**src/rtl/trace_pkg.sv**
```systemverilog
// trace_pkg: shared types and length decoding helpers for the trace data port.
// Assumes payloads of at most four bytes, so a length code is two bits (bytes - 1).
package trace_pkg;

    typedef enum logic {
        SRC_OPERAND = 1'b0,
        SRC_BRANCH  = 1'b1
    } trace_src_e;

    typedef enum logic [1:0] {
        OPSZ_BYTE = 2'b00,
        OPSZ_WORD = 2'b01,
        OPSZ_LONG = 2'b10,
        OPSZ_RSVD = 2'b11
    } trace_opsz_e;

    // Length code (bytes - 1) for an operand of the given size; reserved maps to longword.
    function automatic logic [1:0] opsz_to_len(trace_opsz_e sz);
        logic [1:0] code;
        case (sz)
            OPSZ_BYTE: code = 2'd0;
            OPSZ_WORD: code = 2'd1;
            default:   code = 2'd3;
        endcase
        return code;
    endfunction

endpackage

```
**src/rtl/trace_len_sel.sv**
```systemverilog
// trace_len_sel: picks the byte-count code of an incoming payload.
// Operands take their count from the operand size; branch targets take it from the
// configuration field. Purely combinational; assumes LEN_W = 2 (up to four bytes).
module trace_len_sel
    import trace_pkg::*;
#(
    parameter int unsigned LEN_W = 2
) (
    input  logic             src_i,
    input  logic [1:0]       opsz_i,
    input  logic [LEN_W-1:0] cfg_br_len_i,
    output logic [LEN_W-1:0] len_o
);

    // Select the length source by payload kind.
    always_comb begin
        if (trace_src_e'(src_i) == SRC_BRANCH) begin
            len_o = cfg_br_len_i;
        end else begin
            len_o = LEN_W'(opsz_to_len(trace_opsz_e'(opsz_i)));
        end
    end

endmodule

```
**src/rtl/trace_fifo.sv**
```systemverilog
// trace_fifo: small circular queue of payloads with their length codes.
// A push is taken only when not full; a pop only when not empty. Push and pop may
// happen in one cycle. full_o reflects occupancy before the cycle's pop.
module trace_fifo #(
    parameter int unsigned DATA_W = 32,
    parameter int unsigned LEN_W  = 2,
    parameter int unsigned DEPTH  = 2
) (
    input  logic              clk,
    input  logic              rst_n,
    input  logic              push_i,
    input  logic [DATA_W-1:0] push_data_i,
    input  logic [LEN_W-1:0]  push_len_i,
    input  logic              pop_i,
    output logic              head_valid_o,
    output logic [DATA_W-1:0] head_data_o,
    output logic [LEN_W-1:0]  head_len_o,
    output logic              full_o
);

    localparam int unsigned PTR_W = (DEPTH > 1) ? $clog2(DEPTH) : 1;
    localparam int unsigned CNT_W = $clog2(DEPTH + 1);
    localparam logic [CNT_W-1:0] CNT_FULL = CNT_W'(DEPTH);
    localparam logic [PTR_W-1:0] PTR_LAST = PTR_W'(DEPTH - 1);

    logic [DATA_W-1:0] data_q [DEPTH];
    logic [LEN_W-1:0]  len_q  [DEPTH];
    logic [PTR_W-1:0]  wr_ptr_q, rd_ptr_q;
    logic [CNT_W-1:0]  count_q;
    logic              push_ok, pop_ok;

    // Gate requests by occupancy.
    always_comb begin
        push_ok = push_i && (count_q != CNT_FULL);
        pop_ok  = pop_i && (count_q != '0);
    end

    // One storage slot per entry, written when the write pointer selects it.
    for (genvar g = 0; g < DEPTH; g++) begin : g_slot
        always_ff @(posedge clk) begin
            if (!rst_n) begin
                data_q[g] <= '0;
                len_q[g]  <= '0;
            end else if (push_ok && (wr_ptr_q == PTR_W'(g))) begin
                data_q[g] <= push_data_i;
                len_q[g]  <= push_len_i;
            end
        end
    end

    // Advance pointers with wrap-around and track occupancy.
    always_ff @(posedge clk) begin
        if (!rst_n) begin
            wr_ptr_q <= '0;
            rd_ptr_q <= '0;
            count_q  <= '0;
        end else begin
            if (push_ok) begin
                wr_ptr_q <= (wr_ptr_q == PTR_LAST) ? '0 : wr_ptr_q + 1'b1;
            end
            if (pop_ok) begin
                rd_ptr_q <= (rd_ptr_q == PTR_LAST) ? '0 : rd_ptr_q + 1'b1;
            end
            case ({push_ok, pop_ok})
                2'b10:   count_q <= count_q + 1'b1;
                2'b01:   count_q <= count_q - 1'b1;
                default: count_q <= count_q;
            endcase
        end
    end

    // Present the oldest entry and the full flag.
    always_comb begin
        head_valid_o = (count_q != '0);
        head_data_o  = data_q[rd_ptr_q];
        head_len_o   = len_q[rd_ptr_q];
        full_o       = (count_q == CNT_FULL);
    end

endmodule

```
**src/rtl/trace_nib_ser.sv**
```systemverilog
// trace_nib_ser: shifts one payload at a time onto the nibble port, lsb first.
// It takes the queue head when idle or while sending its last nibble. In that
// same cycle it raises the marker, so the marker precedes the first nibble by one cycle.
// Assumes DATA_W/NIB_W = 2^(LEN_W+1), i.e. a full-length payload fills the shifter.
module trace_nib_ser #(
    parameter int unsigned DATA_W = 32,
    parameter int unsigned NIB_W  = 4,
    parameter int unsigned LEN_W  = 2
) (
    input  logic              clk,
    input  logic              rst_n,
    input  logic              head_valid_i,
    input  logic [DATA_W-1:0] head_data_i,
    input  logic [LEN_W-1:0]  head_len_i,
    output logic              pop_o,
    output logic              marker_valid_o,
    output logic [LEN_W-1:0]  marker_len_o,
    output logic              nib_valid_o,
    output logic [NIB_W-1:0]  nib_o
);

    localparam int unsigned NIBS  = DATA_W / NIB_W;
    localparam int unsigned CNT_W = $clog2(NIBS);

    logic              busy_q;
    logic [DATA_W-1:0] shreg_q;
    logic [CNT_W-1:0]  remain_q;
    logic              last_nib, load;

    // Decide when the current payload ends and the next one is taken.
    always_comb begin
        last_nib = busy_q && (remain_q == '0);
        load     = head_valid_i && (!busy_q || last_nib);
    end

    // Load a payload or shift out one nibble per cycle.
    always_ff @(posedge clk) begin
        if (!rst_n) begin
            busy_q   <= 1'b0;
            shreg_q  <= '0;
            remain_q <= '0;
        end else if (load) begin
            busy_q   <= 1'b1;
            shreg_q  <= head_data_i;
            remain_q <= CNT_W'({head_len_i, 1'b1});
        end else if (busy_q) begin
            shreg_q  <= shreg_q >> NIB_W;
            remain_q <= remain_q - 1'b1;
            if (last_nib) begin
                busy_q <= 1'b0;
            end
        end
    end

    // Drive the port; the nibble lane is forced to zero while idle.
    always_comb begin
        pop_o          = load;
        marker_valid_o = load;
        marker_len_o   = head_len_i;
        nib_valid_o    = busy_q;
        nib_o          = busy_q ? shreg_q[NIB_W-1:0] : '0;
    end

endmodule

```
**src/rtl/trace_nib_port.sv**
```systemverilog
// trace_nib_port: top of the trace data path. Decodes the byte count of each
// payload, queues it, and streams it as nibbles with a one-cycle-ahead marker.
// The core must hold its request while stall_o is high; a push offered then is dropped.
module trace_nib_port #(
    parameter int unsigned DATA_W = 32,
    parameter int unsigned NIB_W  = 4,
    parameter int unsigned DEPTH  = 2
) (
    input  logic              clk,
    input  logic              rst_n,
    input  logic              push_valid_i,
    input  logic              push_src_i,
    input  logic [1:0]        push_opsz_i,
    input  logic [1:0]        cfg_br_len_i,
    input  logic [DATA_W-1:0] push_data_i,
    output logic              stall_o,
    output logic              marker_valid_o,
    output logic [1:0]        marker_len_o,
    output logic              nib_valid_o,
    output logic [NIB_W-1:0]  nib_o
);

    localparam int unsigned LEN_W = 2;

    logic [LEN_W-1:0]  in_len;
    logic              full, pop, head_valid;
    logic [DATA_W-1:0] head_data;
    logic [LEN_W-1:0]  head_len;
    logic              push_take;

    // Accept a push only while the queue has room.
    always_comb begin
        push_take = push_valid_i && !full;
        stall_o   = full;
    end

    trace_len_sel #(.LEN_W(LEN_W)) u_len (
        .src_i       (push_src_i),
        .opsz_i      (push_opsz_i),
        .cfg_br_len_i(cfg_br_len_i),
        .len_o       (in_len)
    );

    trace_fifo #(.DATA_W(DATA_W), .LEN_W(LEN_W), .DEPTH(DEPTH)) u_fifo (
        .clk         (clk),
        .rst_n       (rst_n),
        .push_i      (push_take),
        .push_data_i (push_data_i),
        .push_len_i  (in_len),
        .pop_i       (pop),
        .head_valid_o(head_valid),
        .head_data_o (head_data),
        .head_len_o  (head_len),
        .full_o      (full)
    );

    trace_nib_ser #(.DATA_W(DATA_W), .NIB_W(NIB_W), .LEN_W(LEN_W)) u_ser (
        .clk           (clk),
        .rst_n         (rst_n),
        .head_valid_i  (head_valid),
        .head_data_i   (head_data),
        .head_len_i    (head_len),
        .pop_o         (pop),
        .marker_valid_o(marker_valid_o),
        .marker_len_o  (marker_len_o),
        .nib_valid_o   (nib_valid_o),
        .nib_o         (nib_o)
    );

endmodule

```
**config.mk**
```make
export PLATFORM = sky130hd
export DESIGN_NAME = trace_nib_port
export DESIGN_NICKNAME = d
export VERILOG_FILES = /design/src/rtl/trace_pkg.sv /design/src/rtl/trace_len_sel.sv /design/src/rtl/trace_fifo.sv /design/src/rtl/trace_nib_ser.sv /design/src/rtl/trace_nib_port.sv
export SDC_FILE = /design/constraint.sdc
export NUM_CORES = 1
export LEC_CHECK = 0
export BUFFER_PORTS_ARGS = -buffer_cell sky130_fd_sc_hd__buf_2
export CORE_MARGIN = 1
export CORE_UTILIZATION = 33
export CTS_CLUSTER_DIAMETER = 150
export DETAILED_ROUTE_END_ITERATION = 10
export SLEW_MARGIN = 0
export SYNTH_ARGS = -nofsm -noshare
export SYNTH_HDL_FRONTEND = slang
export SYNTH_HIERARCHICAL = 1
export SYNTH_SLANG_ARGS = --single-unit
```
**constraint.sdc**
```tcl
create_clock -name clk -period 6.4 [get_ports clk]
set_clock_uncertainty 0.2 [all_clocks]
set_input_delay 0.32 -clock clk [delete_from_list [all_inputs] [get_ports clk]]
set_output_delay 0.32 -clock clk [all_outputs]
set_load 0.03 [all_outputs]
```
==> run metrics, run 1 <==
Seq/Total Area, Yosys 0.557; worst path cell trace nand2b_2, inv_2, nor2b_4, inv_1, or3_1, buf_4, nand2_1, buf_4; PwrDens 453 mW/mm^2; endpoint arrival time on the critical path 2570 ps; filler cell count in the final layout 1515; Vias 3320; die height 127 um; Period minus WS final 2750 ps; Seq cells post-synth 109; number of CTS-inserted buffers 9; Synthesized Nets 500; Gate Count Post-Synth 457; slowest stage cell on the critical path dfxtp_1; first-pass GRT wire length 16900 um; first drt pass iteration count 4; final WL 10600 um; Area contributors post-synth edfxtp_1 40%, dfxtp_1 16%, mux2_2 7.4%, nor2_1 7.2%, a211oi_2 6.8%; Synth warnings 6; post-synth cell types 36; hpwl dp 6690 um; Syn Area/Cell 11.2 um^2; gpl congestion 0.711; Area growth syn-to-layout 11.1%; port bufs 48; die width 127 um; Yosys top cell area share 0.397; Clock Tree Buf Depth 2; type of origin of the critical path flop; clock latency on the worst-skew pair 350 ps; number of diodes 0; CTS tree yes; Worst EP required 6210 ps; top_reg_cell synth edfxtp_1; Max VDD drop 196 uV; met2 Resource Use GR 0.215; DRT antenna net count 0; max_cap viols 0; overall routing resource usage 0.135; Synth async-reset ratio 0; core box area 0.0152 mm^2; First DRT Iteration DRCs 156; total power 2.59 mW; Root Buffer Master clkbuf_16; drc violations 0; max_slew headroom 0.411; GRT met3 Usage 0.0211; row cnt 45; number of enable flip-flop cells after synthesis 68; RSZ-0062 raised after global routing no; measured slew at the worst slew-check pin 883 ps; status finished clean; GR Layer Usage met1 0.186; Setup CP Type reg2reg; Final #Nets 528; die area 0.0161 mm^2; Sum Neg Setup Slack 0 ps; initial core utilization 0.338; most used cell, CP buf_4; WL per Instance 15.6 um; biggest area consumer among synthesized cells edfxtp_1; vias in the first global route 3335; Final Max Tran Viols 0; Clk pin slew, worst setup/hold paths 70 ps; initial antenna violation count 0; Hold WC Path Type in2reg; CTS Sinks 109; final setup violation count 0; Worst Setup End Kind flop; crit-path max FO 36; CTS Hold Bufs 0; Fmax achieved 363 MHz; share of cells above drive strength 1 0.306; global route hottest layer met2; gr ovfl total 0; setup repair bufs after CTS 0; period utilization 0.430; mapped cell area 0.00514 mm^2; H-tree Lvls 3; DR vias/cell 4.90; largest net degree at the start of global routing 78; final hold vios 0; Static Leak 2.15 nW; num ports 49; Worst path max stage delay 420 ps; post-CTS sizing 0
## logic make-up (layout without fill, tap and decap cells)
| family | count (synthesis) | in the layout | synth area share |
|---|---|---|---|
| simple gates | 189 | 189 | 0.183 |
| flops | 109 | 109 | 0.557 |
| compound gates | 73 | 73 | 0.120 |
| buf+inv | 44 | 77 | 0.0487 |
| mux | 35 | 35 | 0.0774 |
| xor+xnor | 4 | 4 | 0.00682 |
| fa+ha+maj | 3 | 3 | 0.00730 |
## power breakdown
group | internal [mW] | total [mW] | switching [mW]
clock | 0.266 | 0.518 | 0.252
sequential | 0.934 | 1.00 | 0.0682
combinational | 0.402 | 1.07 | 0.667
## cell type report
| class | instances | area (um^2) | share of cell area |
|---|---|---|---|
| sequential | 109 | 2860 | 0.502 |
| clock buffer | 11 | 233 | 0.0408 |
| inverter | 6 | 22.5 | 0.00395 |
| clock inverter | 5 | 35.0 | 0.00614 |
| timing repair buffer | 55 | 293 | 0.0513 |
| multi-input combinational | 304 | 2030 | 0.355 |
| tap | 188 | 235 | 0.0412 |
## sequential cells by signal, indices dropped and copies added, names as in the netlist, named ones only
| register | flops |
|---|---|
| u_ser/nib_valid_o | 1 |
| u_fifo/rd_ptr_q | 1 |
| u_fifo/count_q | 2 |
| u_ser/shreg_q | 32 |
| u_ser/remain_q | 3 |
| u_fifo/wr_ptr_q | 1 |
| u_fifo/len_q | 4 |
| u_fifo/data_q | 64 |
## synth_stat cells (2+ instances only)
| library cell | number |
|---|---|
| o21a_1 | 2 |
| ha_1 | 3 |
| o21ai_0 | 31 |
| nand2_1 | 41 |
| edfxtp_1 | 68 |
| buf_4 | 7 |
| a211oi_2 | 28 |
| a21oi_1 | 2 |
| a21boi_0 | 3 |
| nor3b_2 | 10 |
| nor2_1 | 98 |
| a32oi_1 | 4 |
| buf_6 | 6 |
| nor2b_1 | 6 |
| dfxtp_1 | 41 |
| buf_2 | 11 |
| inv_1 | 5 |
| and2_1 | 5 |
| nor3b_1 | 18 |
| nand2b_2 | 2 |
| or3_1 | 2 |
| xnor2_1 | 4 |
| clkbuf_1 | 14 |
| mux2_2 | 34 |
## layout by cell type (no fill, tap or decap), types with 2 or more instances in the layout
cell	n
inv_6	2
a21boi_0	3
clkbuf_16	9
nand2b_2	2
nor3b_1	18
dfxtp_1	41
inv_1	5
ha_1	3
o21a_1	2
nand2_1	41
buf_4	7
nor3b_2	10
or3_1	2
edfxtp_1	68
mux2_2	34
nor2b_1	6
a211oi_2	28
nor2_1	98
and2_1	5
clkbuf_1	2
o21ai_0	31
a21oi_1	2
buf_2	48
a32oi_1	4
xnor2_1	4
## routing by layer
layer,wire [um],up-vias
li1,-,1648
met1,5250,1617
met2,4950,47
met3,227,8
met4,143,0
met5,0,-
## stage by stage
step           worst slack, ps  instances  instance area [um^2]  hold slack, ps   util
2_1_floorplan             3630        457                  5140             266      -
3_3_place_gp              3760        662                  5440             296  0.358
3_5_place_dp              3650        662                  5440             310  0.358
4_1_cts                   3630        678                  5710            76.5  0.375
5_1_grt                   3490        678                  5710            98.8  0.375
6_report                  3650        678                  5710            86.7  0.375
## critical path, delay by kind of cell (launching register included)
family	cells	cell delay, ps
buf+inv	4	800
flops	1	420
simple gates	4	970
## final timing paths
check	end	slack, ps	start	cells after the start
max reg2reg	u_fifo/data_q[0][7]$_SDFFCE_PN0P_	3650	u_fifo/count_q[0]$_SDFFE_PN0P_	8
min	u_fifo/data_q[0][9]$_SDFFCE_PN0P_	90	push_data_i[9]	3
max	u_fifo/data_q[0][7]$_SDFFCE_PN0P_	3650	u_fifo/count_q[0]$_SDFFE_PN0P_	8
min reg2reg	u_fifo/wr_ptr_q$_SDFFE_PN0N_	320	u_fifo/wr_ptr_q$_SDFFE_PN0N_	2
No activity file was read; power rests on OpenSTA's default activity.
==> inputs of run 2 (changes only) <==
- clock period: 6.4 -> 2.4 ns (I/O delays scaled with it)
==> run 2 against run 1 <==
Against the previous run: core utilization rose by 3.3 points; die area did not move; setup slack got worse by 3500 ps; hold slack got worse by 53 ps; sequential power rose to 2.7 times the previous value; combinational power rose to 2.9 times the previous value; first-iteration DRC count fell by 10%; count of clock-buffer cells in the layout rose by 2; fmax rose by 20%; critical path type unchanged; largest cell class unchanged; routed wire length rose by 4.6%; total power rose to 2.8 times the previous value; final area rose by 8.7%.
==> run metrics, run 2 (synthesis gave the netlist of run 1 again) <==
num ports 49; gpl congestion 0.695; First DRT Iteration DRCs 140; Clk pin slew, worst setup/hold paths 70 ps; max_slew headroom 0.504; largest reg by FF count u_fifo/data_q; port bufs 48; Final Util 0.408; initial core utilization 0.338; combinational share of power 0.433; setup repair bufs after CTS 0; overall routing resource usage 0.144; H-tree Lvls 3; most frequent cells in the layout 98 x nor2_1, 68 x edfxtp_1, 48 x buf_2; max_cap viols 0; slowest stage cell on the critical path dfxtp_2; worst path cell trace inv_1, ha_2, ha_2, nand2b_4, nand2_2, clkinvlp_4, o21a_1, ha_4, xnor2_1, or3_1, a21boi_1; final WL 11100 um; Final Max Tran Viols 0; clock group share of total power 0.199; first-pass GRT wire length 18100 um; placed instance count 668; CTS Sinks 109; CTS tree yes; largest net degree at the start of global routing 42; Pint 4.58 mW; most common cell after layout, fill and taps aside nor2_1; post-CTS sizing 0; Static Leak 2.35 nW; Period minus WS final 2290 ps; Hold WC Path Type in2reg; initial antenna violation count 0; final hold vios 0; Largest register FFs 64; die height 127 um; die area 0.0161 mm^2; depth of the most critical reg-to-reg path 11; vias in the first global route 3545; DR vias/cell 4.94; RSZ-0062 raised after global routing no; Max VDD drop 455 uV; endpoint arrival time on the critical path 2350 ps; Fmax achieved 438 MHz; Reg power frac 0.367; final setup violation count 0; WHS Path Cells 4; core box area 0.0152 mm^2; Final #Nets 566; largest registers u_fifo/data_q x64, u_ser/shreg_q x32, u_fifo/len_q x4; clock latency on the worst-skew pair 340 ps; Setup CP Type reg2reg; Worst Setup End Kind flop; status finished clean; type of origin of the critical path flop; Worst EP required 2470 ps; die width 127 um; crit-path max FO 7; hpwl dp 6730 um; number of CTS-inserted buffers 9; Vias 3538; Worst path max stage delay 340 ps; measured slew at the worst slew-check pin 744 ps; number of diodes 0; Area growth syn-to-layout 20.7%; DRT antenna net count 0; drc violations 0; CTS Hold Bufs 32; share of cells above drive strength 1 0.314; gr ovfl total 0; Clock Tree Buf Depth 2; WL per Instance 15.5 um; Switch Pwr 2.68 mW; period utilization 0.952; PwrDens 1170 mW/mm^2; most used cell, CP ha_2; Root Buffer Master clkbuf_16; Post-Layout Cell Count 716; row cnt 45; first drt pass iteration count 4; Switching Fraction 0.370
run 2: changes by cell type in the layout (fill, tap and decap cells not counted), sizes merged:
| cell | before | now |
|---|---|---|
| inv | 8 | 6 |
| clkbuf | 11 | 13 |
| clkinvlp | 2 | 1 |
| clkinv | 1 | 2 |
| buf | 55 | 61 |
| dlygate4sd3 | 0 | 32 |
run 2: worst paths after layout:
| kind | start | endpoint | slack (ps) |
|---|---|---|---|
| max | u_ser/remain_q[0]$_SDFFE_PN0P_ | u_fifo/count_q[1]$_SDFFE_PN0P_ | 110 |
| min | cfg_br_len_i[1] | u_fifo/len_q[0][1]$_SDFFCE_PN0P_ | 30 |
| min reg2reg | u_ser/shreg_q[28]$_SDFFE_PN0P_ | u_ser/shreg_q[28]$_SDFFE_PN0P_ | 330 |
| max reg2reg | u_ser/remain_q[0]$_SDFFE_PN0P_ | u_fifo/count_q[1]$_SDFFE_PN0P_ | 110 |
run 2: area by class of cell:
| type | count | area [um^2] |
|---|---|---|
| clock buffer | 13 | 279 |
| clock inverter | 3 | 16.3 |
| fill | 1462 | 9000 |
| inverter | 6 | 26.3 |
| multi-input combinational | 304 | 2060 |
| sequential | 109 | 2860 |
| tap | 188 | 235 |
| timing repair buffer | 93 | 721 |
run 2: stage by stage:
stage	total power [mW]	instance area [um^2]	worst slack, ps	hold WS [ps]	setup TNS [ps]
final	7.26	6200	115	33.9	0
after global routing	7.71	6200	6.99	96.1	0
after CTS	7.35	6200	103	24.5	0
after detailed placement	5.83	5590	130	239	0
after global placement	5.76	5590	235	232	0
after floorplan	5.17	5190	-89.9	73.2	-89.9
run 2: power groups by stage:
stage	Combinational [mW]	Sequential [mW]	Clock [mW]
floorplan	2.51	2.66	0
global placement	3.07	2.69	0
detailed placement	3.13	2.70	0
CTS	3.19	2.67	1.49
global route	3.46	2.71	1.55
finish	3.15	2.67	1.45
run 2: layer usage:
| metal | global-route usage | up-vias | wire [um] |
|---|---|---|---|
| met4 | 0.0574 | 0 | 187 |
| met3 | 0.0143 | 11 | 243 |
| li1 | - | 1725 | - |
| met1 | 0.183 | 1733 | 5130 |
| met2 | 0.253 | 69 | 5510 |
| met5 | 0 | - | 0 |
run 2: critical path, delay by kind of cell (launching register included):
family	cells	cell delay [ps]
AO/OA/AOI/OAI	2	280
XOR/XNOR	1	130
adder cells (fa/ha/maj)	3	520
buffers and inverters	2	130
flip-flops	1	340
AND/OR/NAND/NOR	3	620
